--- config.mk ---
export PLATFORM = sky130hd
export DESIGN_NAME = adc_seq_ctrl
export DESIGN_NICKNAME = d
export VERILOG_FILES = /design/src/rtl/adc_seq_pkg.sv /design/src/rtl/adc_start_sync.sv /design/src/rtl/adc_slot_timer.sv /design/src/rtl/adc_result_bank.sv /design/src/rtl/adc_seq_ctrl.sv
export SDC_FILE = /design/constraint.sdc
export NUM_CORES = 1
export LEC_CHECK = 0
export ABC_AREA = 1
export BUFFER_PORTS_ARGS = -buffer_cell sky130_fd_sc_hd__buf_2
export CAP_MARGIN = 20
export CORE_UTILIZATION = 59
export CTS_BUF_LIST = sky130_fd_sc_hd__clkbuf_16
export CTS_CLUSTER_SIZE = 20
export DETAILED_ROUTE_END_ITERATION = 7
export PLACE_DENSITY = 0.81
export RECOVER_POWER = 100
export SLEW_MARGIN = 20
export SYNTH_ARGS = -nofsm -noshare
export SYNTH_HDL_FRONTEND = slang
export SYNTH_SLANG_ARGS = --single-unit
--- constraint.sdc ---
create_clock -name clk -period 2.9 [get_ports clk]
set_clock_uncertainty 0.1 [all_clocks]
set_input_delay 0.58 -clock clk [delete_from_list [all_inputs] [get_ports clk]]
set_output_delay 0.58 -clock clk [all_outputs]
set_load 0.02 [all_outputs]
--- src/rtl/adc_seq_pkg.sv ---
package adc_seq_pkg;
  localparam int NCH = 4;
  typedef logic [1:0] chan_t;

  // channel window is contiguous: upper mode bit includes IN1, lower bit includes AUX
  function automatic chan_t win_first(input logic [1:0] m);
    return m[1] ? 2'd0 : 2'd1;
  endfunction

  function automatic chan_t win_last(input logic [1:0] m);
    return m[0] ? 2'd3 : 2'd2;
  endfunction

  function automatic logic [NCH-1:0] win_mask(input logic [1:0] m);
    return {m[0], 1'b1, 1'b1, m[1]};
  endfunction
endpackage

--- src/rtl/adc_start_sync.sv ---
module adc_start_sync #(
  parameter int STAGES = 2
) (
  input  logic clk,
  input  logic rst,
  input  logic async_in,
  output logic rise
);
  logic [STAGES-1:0] chain;
  logic              last_q;

  generate
    for (genvar g = 0; g < STAGES; g++) begin : g_stage
      if (g == 0) begin : g_first
        always_ff @(posedge clk) begin
          if (rst) chain[0] <= 1'b0;
          else     chain[0] <= async_in;
        end
      end else begin : g_next
        always_ff @(posedge clk) begin
          if (rst) chain[g] <= 1'b0;
          else     chain[g] <= chain[g-1];
        end
      end
    end
  endgenerate

  always_ff @(posedge clk) begin
    if (rst) last_q <= 1'b0;
    else     last_q <= chain[STAGES-1];
  end

  assign rise = chain[STAGES-1] & ~last_q;
endmodule

--- src/rtl/adc_slot_timer.sv ---
module adc_slot_timer
  import adc_seq_pkg::*;
#(
  parameter int SLOT_CYC = 40
) (
  input  logic           clk,
  input  logic           rst,
  input  logic           start_pulse,
  input  logic [1:0]     mode_sel,
  input  logic [1:0]     aux_sel,
  output logic           busy_n,
  output logic           hold,
  output chan_t          conv_chan,
  output logic [1:0]     aux_mux,
  output logic [NCH-1:0] run_mask,
  output logic           cap_en,
  output logic           commit
);
  localparam int CNT_W = $clog2(SLOT_CYC);
  localparam logic [CNT_W-1:0] CNT_END = CNT_W'(SLOT_CYC - 1);

  typedef enum logic {ST_IDLE, ST_RUN} st_e;
  st_e              st;
  logic [CNT_W-1:0] cnt;
  logic [1:0]       mode_q;

  assign run_mask = win_mask(mode_q);
  assign cap_en   = (st == ST_RUN) && (cnt == CNT_END);
  assign commit   = cap_en && (conv_chan == win_last(mode_q));

  always_ff @(posedge clk) begin
    if (rst) begin
      st        <= ST_IDLE;
      cnt       <= '0;
      mode_q    <= 2'b00;
      aux_mux   <= 2'b00;
      conv_chan <= 2'd0;
      busy_n    <= 1'b1;
      hold      <= 1'b0;
    end else begin
      case (st)
        ST_IDLE: begin
          if (start_pulse) begin
            st        <= ST_RUN;
            mode_q    <= mode_sel;
            aux_mux   <= aux_sel;
            conv_chan <= win_first(mode_sel);
            cnt       <= '0;
            busy_n    <= 1'b0;
            hold      <= 1'b1;
          end
        end
        ST_RUN: begin
          if (cnt == CNT_END) begin
            cnt <= '0;
            if (commit) begin
              st     <= ST_IDLE;
              busy_n <= 1'b1;
              hold   <= 1'b0;
            end else begin
              conv_chan <= conv_chan + 2'd1;
            end
          end else begin
            cnt <= cnt + 1'b1;
          end
        end
        default: st <= ST_IDLE;
      endcase
    end
  end
endmodule

--- src/rtl/adc_result_bank.sv ---
module adc_result_bank
  import adc_seq_pkg::*;
#(
  parameter int CODE_W = 11,
  parameter int BUS_W  = CODE_W + 1
) (
  input  logic                  clk,
  input  logic                  rst,
  input  logic                  cap_en,
  input  chan_t                 cap_ch,
  input  logic                  commit,
  input  logic [NCH-1:0]        run_mask,
  input  logic [CODE_W-1:0]     code_in,
  input  logic                  cs_n,
  input  logic                  rd_n,
  input  logic [1:0]            addr,
  output logic [BUS_W-1:0]      rd_data,
  output logic                  rd_oe,
  output logic [NCH*CODE_W-1:0] res_flat
);
  localparam int PAD_W = BUS_W - CODE_W;

  logic [CODE_W-1:0] shadow [NCH];
  logic [CODE_W-1:0] result [NCH];

  always_ff @(posedge clk) begin
    if (rst) begin
      for (int i = 0; i < NCH; i++) begin
        shadow[i] <= '0;
        result[i] <= '0;
      end
    end else begin
      if (cap_en) shadow[cap_ch] <= code_in;
      if (commit) begin
        for (int i = 0; i < NCH; i++) begin
          if (run_mask[i])
            result[i] <= (cap_en && cap_ch == chan_t'(i)) ? code_in : shadow[i];
        end
      end
    end
  end

  always_ff @(posedge clk) begin
    if (rst) begin
      rd_data <= '0;
      rd_oe   <= 1'b0;
    end else if (!cs_n && !rd_n) begin
      rd_data <= {result[addr], {PAD_W{1'b0}}};
      rd_oe   <= 1'b1;
    end else begin
      rd_data <= '0;
      rd_oe   <= 1'b0;
    end
  end

  generate
    for (genvar g = 0; g < NCH; g++) begin : g_flat
      assign res_flat[g*CODE_W +: CODE_W] = result[g];
    end
  endgenerate
endmodule

--- src/rtl/adc_seq_ctrl.sv ---
module adc_seq_ctrl
  import adc_seq_pkg::*;
#(
  parameter int SLOT_CYC    = 40,
  parameter int CODE_W      = 11,
  parameter int BUS_W       = CODE_W + 1,
  parameter int SYNC_STAGES = 2
) (
  input  logic              clk,
  input  logic              rst,
  input  logic              conv_start,
  input  logic [1:0]        mode_sel,
  input  logic [1:0]        aux_sel,
  input  logic [CODE_W-1:0] core_code,
  input  logic              cs_n,
  input  logic              rd_n,
  input  logic [1:0]        reg_addr,
  output logic              busy_n,
  output logic              hold,
  output logic [1:0]        conv_chan,
  output logic [1:0]        aux_mux,
  output logic [BUS_W-1:0]  rd_data,
  output logic              rd_oe
);
  logic                  start_pulse;
  logic [NCH-1:0]        run_mask;
  logic                  cap_en;
  logic                  commit;
  logic [NCH*CODE_W-1:0] res_flat;

  adc_start_sync #(.STAGES(SYNC_STAGES)) u_sync (
    .clk(clk), .rst(rst), .async_in(conv_start), .rise(start_pulse)
  );

  adc_slot_timer #(.SLOT_CYC(SLOT_CYC)) u_timer (
    .clk(clk), .rst(rst), .start_pulse(start_pulse),
    .mode_sel(mode_sel), .aux_sel(aux_sel),
    .busy_n(busy_n), .hold(hold), .conv_chan(conv_chan), .aux_mux(aux_mux),
    .run_mask(run_mask), .cap_en(cap_en), .commit(commit)
  );

  adc_result_bank #(.CODE_W(CODE_W), .BUS_W(BUS_W)) u_bank (
    .clk(clk), .rst(rst), .cap_en(cap_en), .cap_ch(conv_chan),
    .commit(commit), .run_mask(run_mask), .code_in(core_code),
    .cs_n(cs_n), .rd_n(rd_n), .addr(reg_addr),
    .rd_data(rd_data), .rd_oe(rd_oe), .res_flat(res_flat)
  );
endmodule

; ---- After elaboration in Yosys (flattened, before gate mapping)
; Memories as Yosys holds them, arrays and structs flattened. A register that Yosys moved wholly into a read port is not among the register bits.
; Index checks and enable logic that the tools add are counted.
[totals]
register_bits = 20
ramBits = 88
inputBits = 22
output_inout_bits = 19
wordCells = 97
mem_count = 2
[mem_list]
columns = memory, depth, width, read_ports, rd_ports_with_merged_regs, wr, line_no
row1 = u_bank.result, 4, 11, 1, 1, 4, adc_result_bank.sv:24  ; logic [CODE_W-1:0] result [NCH];
row2 = u_bank.shadow, 4, 11, 4, 0, 4, adc_result_bank.sv:23  ; logic [CODE_W-1:0] shadow [NCH];
[classes]
n_addsub = 2
n_eq_ne = 9
n_mux = 49
n_bitwise = 8
reduce_logical = 15
[op_table]
columns = op, count
row1 = $mux 11, 9
row2 = $mux 1, 29
row3 = $mux 6, 2
row4 = $pmux 6 s2, 1
row5 = $reduce_or 11->1, 1
row6 = $mux 2, 4
row7 = $ne 2x2->1 const B, 4
row8 = $logic_and 1x1->1, 7
row9 = $add 6x1->6 const B, 1
row10 = $eq 6x6->1 const B, 1
row11 = $pmux 1 s2, 3
row12 = $reduce_and 3->1, 2
row13 = $eq 2x2->1 const B, 2
row14 = $or 1x1->1, 4
row15 = $pmux 2 s2, 1
row16 = $not 1->1, 3
row17 = $add 2x1->2 const B, 1
row18 = $eq 2x1->1 const B, 1
row19 = $eq 2x2->1, 1
row20 = $logic_not 1->1, 2
row21 = $logic_not 2->1, 1
row22 = $reduce_and 2->1, 1
row23 = $reduce_or 2->1, 1
row24 = $and 1x1->1, 1

; ---- Depth between registers and ports, before layout
; Gate-level depths: netlist of run 1.
[depth]
ltp_word = 7
depth_mapped = 11
mapped_depth_nobuf = 10

; ---- Cells and area by module
; A second synthesis of run 1 with hierarchy kept.
[unflattened]
hier_cells = 629
area_unflattened_um2 = 5440.2
[modules_own_cells]
columns = module, n_inst, cells_per_inst, area_per_inst_um2, seq_area_each_um2
row1 = adc_result_bank, 1, 516, 4576.9, 2882.8
row2 = adc_slot_timer, 1, 103, 777.0, 300.3
row3 = adc_start_sync, 1, 10, 86.3, 60.1

; ---- Least setup slack after synthesis of run 1
; Ideal clock, no wire load.
[synth_timing]
path_kind = register to register
from = reg u_timer.conv_chan[0]
to = mem u_bank.result[0][0], enable pin
setup_ps = 394
arrival_ps = 1919
required_ps = 2406
setup_slack_ps = 487
path_stages_with_launch = 7
n_path_buf = 0
period_less_slack_ps = 2413
cell_sequence = dfxtp_1 > inv_2 > nand2_1 > nand3_2 > nor2_4 > inv_2 > o21ai_0
[synth_lines]
columns = item, line_no
row1 = "start, declared", adc_slot_timer.sv:13  ; output chan_t conv_chan,
row2 = "start signal, assigned", adc_slot_timer.sv:47  ; conv_chan <= win_first(mode_sel);
row3 = "start signal, assigned", adc_slot_timer.sv:61  ; conv_chan <= conv_chan + 2'd1;
row4 = "end, declared", adc_result_bank.sv:24

==> run metrics, run 1 <==
Crit path buffers/inverters=2; Iter 0 DRT Violations=441; Clock Power Share=48.6%; hpwl dp=7980 um; die area=9230 um2; ANT cells=0; Async S/R FF share, synth=0%; worst hold stages=2; CP startpoint kind=flip-flop; WL final=11700 um; I/O pin cnt=41; flops & latches, synth=118; post-CTS setup buffers=0; Final ANT Viol Nets=0; DRC=0; routed length per instance=16.6 um; Bufs on Longest Clock Path=2; Synth Cell Area=5220 um2; Die Span X=96.1 um; Syn Nets=576; worst-path fanout max=28; Flop pwr share=46.6%; # placed instances=674; CP peak stage delay=490 ps; P_leak=2.43 nW; Layout Cells excl Fill=706; Final Max Slew Viols=0; total CTS buffers=17; core box area=8380 um2; Largest delay share family, worst path=simple AND/OR/NAND/NOR gates; Starting Density=62.3%; worst-margin pin slew=714 ps; Port Buf Inserts=39; CP most frequent cell=nand2_1; Gate power share=4.8%; RSZ-0062 raised after global routing=no; largest net degree at the start of global routing=29; internal power=3.16 mW; CTS resizes=0; setup TNS=0 ps; Crit-path slowest cell=o21ai_0; Clock Latency Late Sink=410 ps; Seq/Total Area, Yosys=62.1%; Max-slew headroom=52.4%; grt total ovfl=0; CP Capture Type=flip-flop; fmax=394 MHz; PwrDens=681 nW/um2; final setup fails=0; via count=3915; floorplan row count=33; syn avg cell area=9.51 um2; Max-Cap Viols=0; Hold Path Class=in -> reg; predominant post-synthesis flop cell=edfxtp_1; Syn Inst Count=549; CP Cell Sequence=ha_1, nand2_1, nor2_1, nand3_4, clkinv_4, nand2_1, o21ai_0, nand2_1, inv_1; layout cells sized above 1=10.1%; Critical Path Stages=9; Synth cell types=31; nets=615; IR Drop Worst-Case VDD=0.000447 V; Area Overhead vs Synth=14.2%; htree depth=4; number of flops mapped to enable cells by yosys=88; clk slew on worst S/H paths=50 ps; Root Buffer=clkbuf_16; switching power=896 uW; Critical Path RT=3080 ps; run status=complete, no violations; die height=96.1 um; Core Util, Final=71.1%; min Tclk post-route=2540 ps; CTS Sinks=118; vias in the first global route=3584; DR vias/cell=5.55; Register-to-Register Path Depth=9; crit path kind=reg -> reg; first-pass GRT wire length=18500 um; All-Layer GR Usage=28.1%; initial antenna violation count=0; Post-CTS Hold Fix Bufs=0; crit path DAT=2720 ps; Fin. Hold Viols=0; yosys warns=0; drt pass-1 iters=5; period utilization=87.6%; switch share=22.1%; RePlAce Congestion=0.898; Power, Total=4.06 mW; TritonCTS clock tree=yes
-- cell families (layout without fill, tap and decap cells) --
kind of cell	Yosys count	after routing	synth area share (%)
other	1	1	0.0718
buffers and inverters	82	134	6.52
AND/OR/NAND/NOR	254	254	21.4
AO/OA/AOI/OAI	88	88	8.53
adder cells (fa/ha/maj)	5	5	1.20
flip-flops	118	118	62.1
XOR/XNOR	1	1	0.168
-- worst reg2reg max path, cell delays in order, from the launching register on --
cell and delay (ps):
dfxtp_1 390, ha_1 200, nand2_1 100, nor2_1 220, nand3_4 150, clkinv_4 210
nand2_1 380, o21ai_0 490, nand2_1 110, inv_1 80
-- state kept, by name, summed over array words and instances, names as in the netlist --
name	cells
u_bank.result	44
u_bank.shadow	44
u_bank.rd_data	11
u_timer.cnt	6
u_sync.chain	2
u_timer.aux_mux	2
u_timer.conv_chan	2
u_timer.mode_q	2
u_bank.rd_oe	1
u_sync.last_q	1
u_timer.busy_n	1
u_timer.hold	1
u_timer.st	1
-- final cells by class --
class	count	area, um2
Sequential cell	118	3240
Fill cell	600	2420
Multi-Input combinational cell	349	1610
Clock buffer	17	425
Inverter	55	211
Timing Repair Buffer	47	203
Clock inverter	15	139
Tap cell	105	131
-- cells in the mapped netlist, types with 6 or more instances --
cell | instances | area, um2
a21oi_1 | 43 | 215
buf_2 | 10 | 50.1
clkbuf_1 | 14 | 52.6
dfxtp_1 | 30 | 601
edfxtp_1 | 88 | 2640
inv_1 | 51 | 191
nand2_1 | 84 | 315
nand2_2 | 6 | 37.5
nand3_1 | 26 | 130
nor2_1 | 115 | 432
nor3b_1 | 9 | 67.6
o21ai_0 | 43 | 215
-- worst paths after layout --
check                                            startpoint                                  to  slack [ps]
worst min-delay path                                   cs_n             u_bank.rd_oe$_SDFF_PP0_         250
worst max register to register  u_timer.cnt[0]$_SDFFE_PP0P_  u_bank.result[3][10]$_SDFFCE_PN0P_         360
worst min register to register   u_sync.chain[0]$_SDFF_PP0_          u_sync.chain[1]$_SDFF_PP0_         310
worst max-delay path            u_timer.cnt[0]$_SDFFE_PP0P_  u_bank.result[3][10]$_SDFFCE_PN0P_         360
-- stage by stage --
stage	instance area (um2)	hold WS [ps]	setup slack, ps
2_1_floorplan	5220	288	487
3_3_place_gp	5480	298	638
3_5_place_dp	5480	301	512
4_1_cts	6040	244	484
5_1_grt	5960	252	157
6_report	5960	248	359
-- per-layer routing --
metal / global-route usage, % / routed length, um / up-vias
met3: 7.03 / 977 / 28
met5: 0 / 0 / -
met2: 42.1 / 5410 / 193
met1: 39.1 / 5020 / 1796
li1: - / - / 1898
met4: 11.8 / 313 / 0
-- power by group through the flow --
| stage | Combinational (mW) | Sequential [mW] | Clock [mW] |
|---|---|---|---|
| after floorplan | 0.113 | 1.93 | 0 |
| after CTS | 0.198 | 1.89 | 1.98 |
| after detailed placement | 0.195 | 1.92 | 0 |
| after global placement | 0.192 | 1.92 | 0 |
| final | 0.195 | 1.89 | 1.97 |
| after global routing | 0.216 | 1.90 | 2.06 |
-- cell usage in the layout (no fill, tap or decap), drive strengths merged --
cell,Yosys,final
nor2,118,118
inv,53,55
clkinvlp,0,6
dfxtp,30,30
buf,13,20
xor2,1,1
ha,5,5
nor4,1,1
nand4,3,3
a211oi,1,1
nand3,28,28
bufinv,0,2
o21ai,43,43
nor3b,12,12
a21oi,43,43
edfxtp,88,88
nor3,2,2
nand2,90,90
o31ai,1,1
clkinv,2,7
conb,1,1
clkbuf,14,44
Power figures use the tool's default switching activity.
==> inputs of run 2 (changes only) <==
--- a/config.mk
+++ b/config.mk
@@ -8,11 +8,12 @@
 export ABC_AREA = 1
 export BUFFER_PORTS_ARGS = -buffer_cell sky130_fd_sc_hd__buf_2
 export CAP_MARGIN = 20
-export CORE_UTILIZATION = 59
+export CORE_UTILIZATION = 42
 export CTS_BUF_LIST = sky130_fd_sc_hd__clkbuf_16
 export CTS_CLUSTER_SIZE = 20
 export DETAILED_ROUTE_END_ITERATION = 7
-export PLACE_DENSITY = 0.81
+export MAX_ROUTING_LAYER = met4
+export PLACE_DENSITY = 0.61
 export RECOVER_POWER = 100
 export SLEW_MARGIN = 20
 export SYNTH_ARGS = -nofsm -noshare
==> run metrics, run 2 (synthesized netlist as in run 1, its figures left out) <==
Critical path origin=rst; Reg-to-Reg Start=u_timer.conv_chan[0]$_SDFFE_PP0P_; Critical Path RT=2840 ps; Post-CTS Hold Fix Bufs=0; htree depth=4; CTS resizes=0; RePlAce Congestion=0.864; Clock Power Share=50.6%; setup TNS=0 ps; initial antenna violation count=0; floorplan row count=40; Die Span X=113 um; hpwl dp=8570 um; grt total ovfl=0; layout cells sized above 1=9.65%; final setup fails=0; All-Layer GR Usage=20.8%; routed length per instance=15.5 um; critical path endpoint=u_bank.shadow[3][2]$_DFFE_PP_; CP most frequent cell=clkbuf_1; min Tclk post-route=2550 ps; core box area=12100 um2; CP Capture Type=flip-flop; Power, Total=4.23 mW; worst-margin pin slew=952 ps; die height=113 um; IR Drop Worst-Case VDD=0.000431 V; DRC=0; nets=615; I/O pin cnt=41; Filler Cell Count=1123; TritonCTS clock tree=yes; met3 WL=596 um; PwrDens=695 nW/um2; first-pass GRT wire length=19300 um; DR vias/cell=4.95; Max-Cap Viols=0; worst-path fanout max=14; Root Buffer=clkbuf_16; Starting Density=43.3%; ANT cells=0; Hold Path Class=in -> reg; largest net degree at the start of global routing=29; Clock Latency Late Sink=410 ps; via count=3810; Final Max Slew Viols=0; total CTS buffers=17; DR WL met2=5300 um; switch share=21.1%; clk slew on worst S/H paths=50 ps; Gate power share=4.7%; Register-to-Register Path Depth=7; Final ANT Viol Nets=0; Max-slew headroom=36.5%; Area Overhead vs Synth=16.6%; die area=12900 um2; CP startpoint kind=input pin; crit path DAT=2490 ps; Flop pwr share=44.7%; internal power=3.34 mW; Iter 0 DRT Violations=341; Crit path buffers/inverters=4; CP peak stage delay=520 ps; Highest Signal Layer=met4; WL final=11900 um; Bufs on Longest Clock Path=2; P_leak=2.45 nW; crit path kind=in -> reg; Critical Path Stages=5; CTS Sinks=118; commonest non-fill, non-tap cell in the layout=nor2_1; vias in the first global route=3589; Fin. Hold Viols=0; post-CTS setup buffers=0; drt pass-1 iters=5; Port Buf Inserts=39; RSZ-0062 raised after global routing=no; period utilization=88.0%; flop2flop setup slack=350 ps; most frequent cells in the layout=117 x nor2_1, 88 x edfxtp_1, 85 x nand2_1, 53 x inv_1; Crit-path slowest cell=clkbuf_1; Largest delay share family, worst path=buffers and inverters; CP Cell Sequence=clkbuf_1, clkinv_1, clkbuf_1, o31ai_1, clkbuf_1; largest registers=u_bank.result x44, u_bank.shadow x44, u_bank.rd_data x11; switching power=894 uW; routed metal-1 wirelength=5750 um; Worst R2R End=u_bank.result[1][4]$_SDFFCE_PN0P_; fmax=392 MHz; run status=complete, no violations
==> run 2: changes by cell type in the layout (fill, tap and decap cells not counted), moves of 2 or more <==
cell        previous run  this run
bufinv_16              2         4
clkinv_4               1         3
clkinv_1               4         6
inv_2                  2         0
clkinv_2               2         0
clkinvlp_4             6         4
==> run 2: per-stage QoR <==
step	worst slack [ps]	instances	area (um2)	utilization, %	hold slack (ps)
final	349	769	6090	50.5	245
after global routing	169	769	6090	50.5	257
after CTS	504	769	6170	51.1	242
after detailed placement	516	737	5560	46.1	300
after global placement	586	737	5560	46.1	299
after floorplan	487	549	5220	-	288
==> run 2: worst min path at each step <==
stage | start | endpoint | slack, ps | depth (start not counted)
2_1_floorplan | u_sync.chain[0]$_SDFF_PP0_ | u_sync.chain[1]$_SDFF_PP0_ | 290 | 2
3_3_place_gp | u_sync.chain[0]$_SDFF_PP0_ | u_sync.chain[1]$_SDFF_PP0_ | 300 | 2
3_5_place_dp | u_sync.chain[0]$_SDFF_PP0_ | u_sync.chain[1]$_SDFF_PP0_ | 300 | 2
4_1_cts | cs_n | u_bank.rd_oe$_SDFF_PP0_ | 240 | 2
5_1_grt | cs_n | u_bank.rd_oe$_SDFF_PP0_ | 260 | 2
6_report | cs_n | u_bank.rd_oe$_SDFF_PP0_ | 250 | 2
==> run 2: layout make-up <==
type                    count  area [um2]  share of cell area (%)
clock inverters            15         186                    3.06
repair buffers             47         206                    3.39
multi-input cells         349        1600                    26.4
well taps                 168         210                    3.45
clock buffers              17         425                    6.99
flip-flops and latches    118        3240                    53.3
inverters                  55         211                    3.47
==> run 2: routing by layer <==
layer / vias to the layer above / GRT usage, %
met2: 131 / 30.4
met3: 24 / 4.30
met1: 1763 / 28.3
met4: 0 / 8.51
li1: 1892 / -
met5: - / -
==> run 2: power groups by stage <==
stage                     clock (mW)  sequential [mW]  combinational, mW
after floorplan                    0             1.93              0.113
after global placement             0             1.92              0.203
after detailed placement           0             1.93              0.204
after CTS                       2.16             1.89              0.205
after global routing            2.23             1.90              0.220
final                           2.14             1.89              0.200
==> inputs of run 3 (changes only) <==
--- a/config.mk
+++ b/config.mk
@@ -8,10 +8,12 @@
 export ABC_AREA = 1
 export BUFFER_PORTS_ARGS = -buffer_cell sky130_fd_sc_hd__buf_2
 export CAP_MARGIN = 20
+export CORE_ASPECT_RATIO = 0.75
 export CORE_UTILIZATION = 42
 export CTS_BUF_LIST = sky130_fd_sc_hd__clkbuf_16
 export CTS_CLUSTER_SIZE = 20
 export DETAILED_ROUTE_END_ITERATION = 7
+export GPL_TIMING_DRIVEN = 0
 export MAX_ROUTING_LAYER = met4
 export PLACE_DENSITY = 0.61
 export RECOVER_POWER = 100
==> run metrics, run 3 (synthesized netlist as in run 1, its figures left out) <==
Critical Path RT=2900 ps; P_leak=2.52 nW; floorplan row count=34; Bufs on Longest Clock Path=2; PwrDens=679 nW/um2; first-pass GRT wire length=20200 um; routed length per instance=16.0 um; core box area=11900 um2; die area=12900 um2; worst-path fanout max=9; most frequent cells in the layout=115 x nor2_1, 90 x nand2_1, 88 x edfxtp_1, 52 x inv_1, 43 x a21oi_1; layout cells sized above 1=11.6%; pre-CTS WS=164 ps; Worst Slack Setup Final=292 ps; Critical path origin=u_timer.cnt[0]$_SDFFE_PP0P_; WL final=12600 um; via count=3951; initial antenna violation count=0; total CTS buffers=17; final setup fails=0; die height=98.6 um; Worst R2R End=u_bank.result[3][6]$_SDFFCE_PN0P_; CP startpoint kind=flip-flop; crit path kind=reg -> reg; vias in the first global route=3854; Crit path buffers/inverters=2; htree depth=4; Clock Latency Late Sink=410 ps; largest registers=u_bank.result x44, u_bank.shadow x44, u_bank.rd_data x11; Root Buffer=clkbuf_16; Port Buf Inserts=39; CP peak stage delay=570 ps; Fin. Hold Viols=0; commonest non-fill, non-tap cell in the layout=nor2_1; run status=complete, no violations; DR vias/cell=5.03; Hold Path Class=in -> reg; period utilization=89.9%; Layout Cells excl Fill=785; Starting Density=44.0%; hpwl dp=9190 um; TritonCTS clock tree=yes; Critical Path Stages=8; DRC=0; clk slew on worst S/H paths=60 ps; RSZ-0062 raised after global routing=no; Crit-path slowest cell=o21ai_0; crit path DAT=2600 ps; post-CTS setup buffers=0; min Tclk post-route=2610 ps; # placed instances=753; IR Drop Worst-Case VDD=0.000520 V; Post-CTS Hold Fix Bufs=0; RePlAce Congestion=0.861; CP Cell Sequence=ha_1, nand2_1, nor2_4, nand3_4, nor2_4, inv_1, o21ai_0, clkbuf_2; I/O pin cnt=41; Area Overhead vs Synth=18.4%; Max-Cap Viols=0; All-Layer GR Usage=22.4%; fmax=383 MHz; Iter 0 DRT Violations=330; CTS Sinks=118; Register-to-Register Path Depth=8; Die Span X=131 um; Largest delay share family, worst path=compound AO/OA/AOI/OAI gates; Reg-to-Reg Start=u_timer.cnt[0]$_SDFFE_PP0P_; CP Capture Type=flip-flop; flop2flop setup slack=290 ps; worst-margin pin slew=1010 ps; critical path endpoint=u_bank.result[3][6]$_SDFFCE_PN0P_; largest net degree at the start of global routing=23; CTS resizes=0; nets=637; ANT cells=0; CP most frequent cell=nor2_4; Final Max Slew Viols=0; grt total ovfl=0; Final ANT Viol Nets=0; Max-slew headroom=32.8%; drt pass-1 iters=6
run 3: changes by cell type in the layout (fill, tap and decap cells not counted), sizes merged:
| cell | before | now |
|---|---|---|
| buf | 20 | 29 |
| bufinv | 4 | 2 |
| clkbuf | 44 | 58 |
| clkinvlp | 4 | 0 |
| inv | 53 | 58 |
run 3: area by class of cell:
| class | instances | area [um2] |
|---|---|---|
| sequential | 118 | 3240 |
| clock buffer | 18 | 450 |
| fill | 1092 | 5690 |
| buffer | 27 | 124 |
| clock inverter | 14 | 146 |
| inverter | 55 | 211 |
| timing repair buffer | 42 | 186 |
| tap | 162 | 203 |
| multi-input combinational | 349 | 1620 |
run 3: worst min-delay path by stage:
stage,from,end,slack (ps),cells past startpoint
floorplan,u_sync.chain[0]$_SDFF_PP0_,u_sync.chain[1]$_SDFF_PP0_,290,2
global placement,u_sync.chain[0]$_SDFF_PP0_,u_sync.chain[1]$_SDFF_PP0_,300,2
detailed placement,u_sync.chain[0]$_SDFF_PP0_,u_sync.chain[1]$_SDFF_PP0_,300,2
CTS,cs_n,u_bank.rd_oe$_SDFF_PP0_,220,2
global route,cs_n,u_bank.rd_oe$_SDFF_PP0_,220,2
finish,cs_n,u_bank.rd_oe$_SDFF_PP0_,240,2
run 3: where the power goes:
| group | leakage [nW] | total [mW] | switching [mW] | internal (mW) |
|---|---|---|---|---|
| clock network | 0.301 | 2.11 | 0.784 | 1.32 |
| registers | 1.15 | 1.89 | 0.0206 | 1.87 |
| logic | 1.06 | 0.205 | 0.151 | 0.0539 |
run 3: worst reg2reg max path, cell delays in order, from the launching register on:
cell      delay (ps)
dfxtp_1          390
ha_1             210
nand2_1          120
nor2_4           140
nand3_4          110
nor2_4           160
inv_1            120
o21ai_0          570
clkbuf_2         370
run 3: metrics by stage:
stage | utilization, % | total power, mW | TNS [ps] | hold WS, ps | instance area [um2]
2_1_floorplan | - | 2.04 | 0 | 288 | 5220
3_3_place_gp | 47.3 | 2.12 | -2100 | 296 | 5620
3_5_place_dp | 47.6 | 2.13 | 0 | 302 | 5650
4_1_cts | 52.6 | 4.23 | 0 | 225 | 6240
5_1_grt | 52.1 | 4.32 | 0 | 222 | 6180
6_report | 52.1 | 4.20 | 0 | 238 | 6180
run 3: per-layer routing:
metal	vias to the layer above	part of all wire [%]	GRT usage, %
met2	123	45	32.6
met4	0	1.9	8.58
met1	1864	47	29.9
li1	1945	-	-
met5	-	0	-
met3	19	6.1	5.65
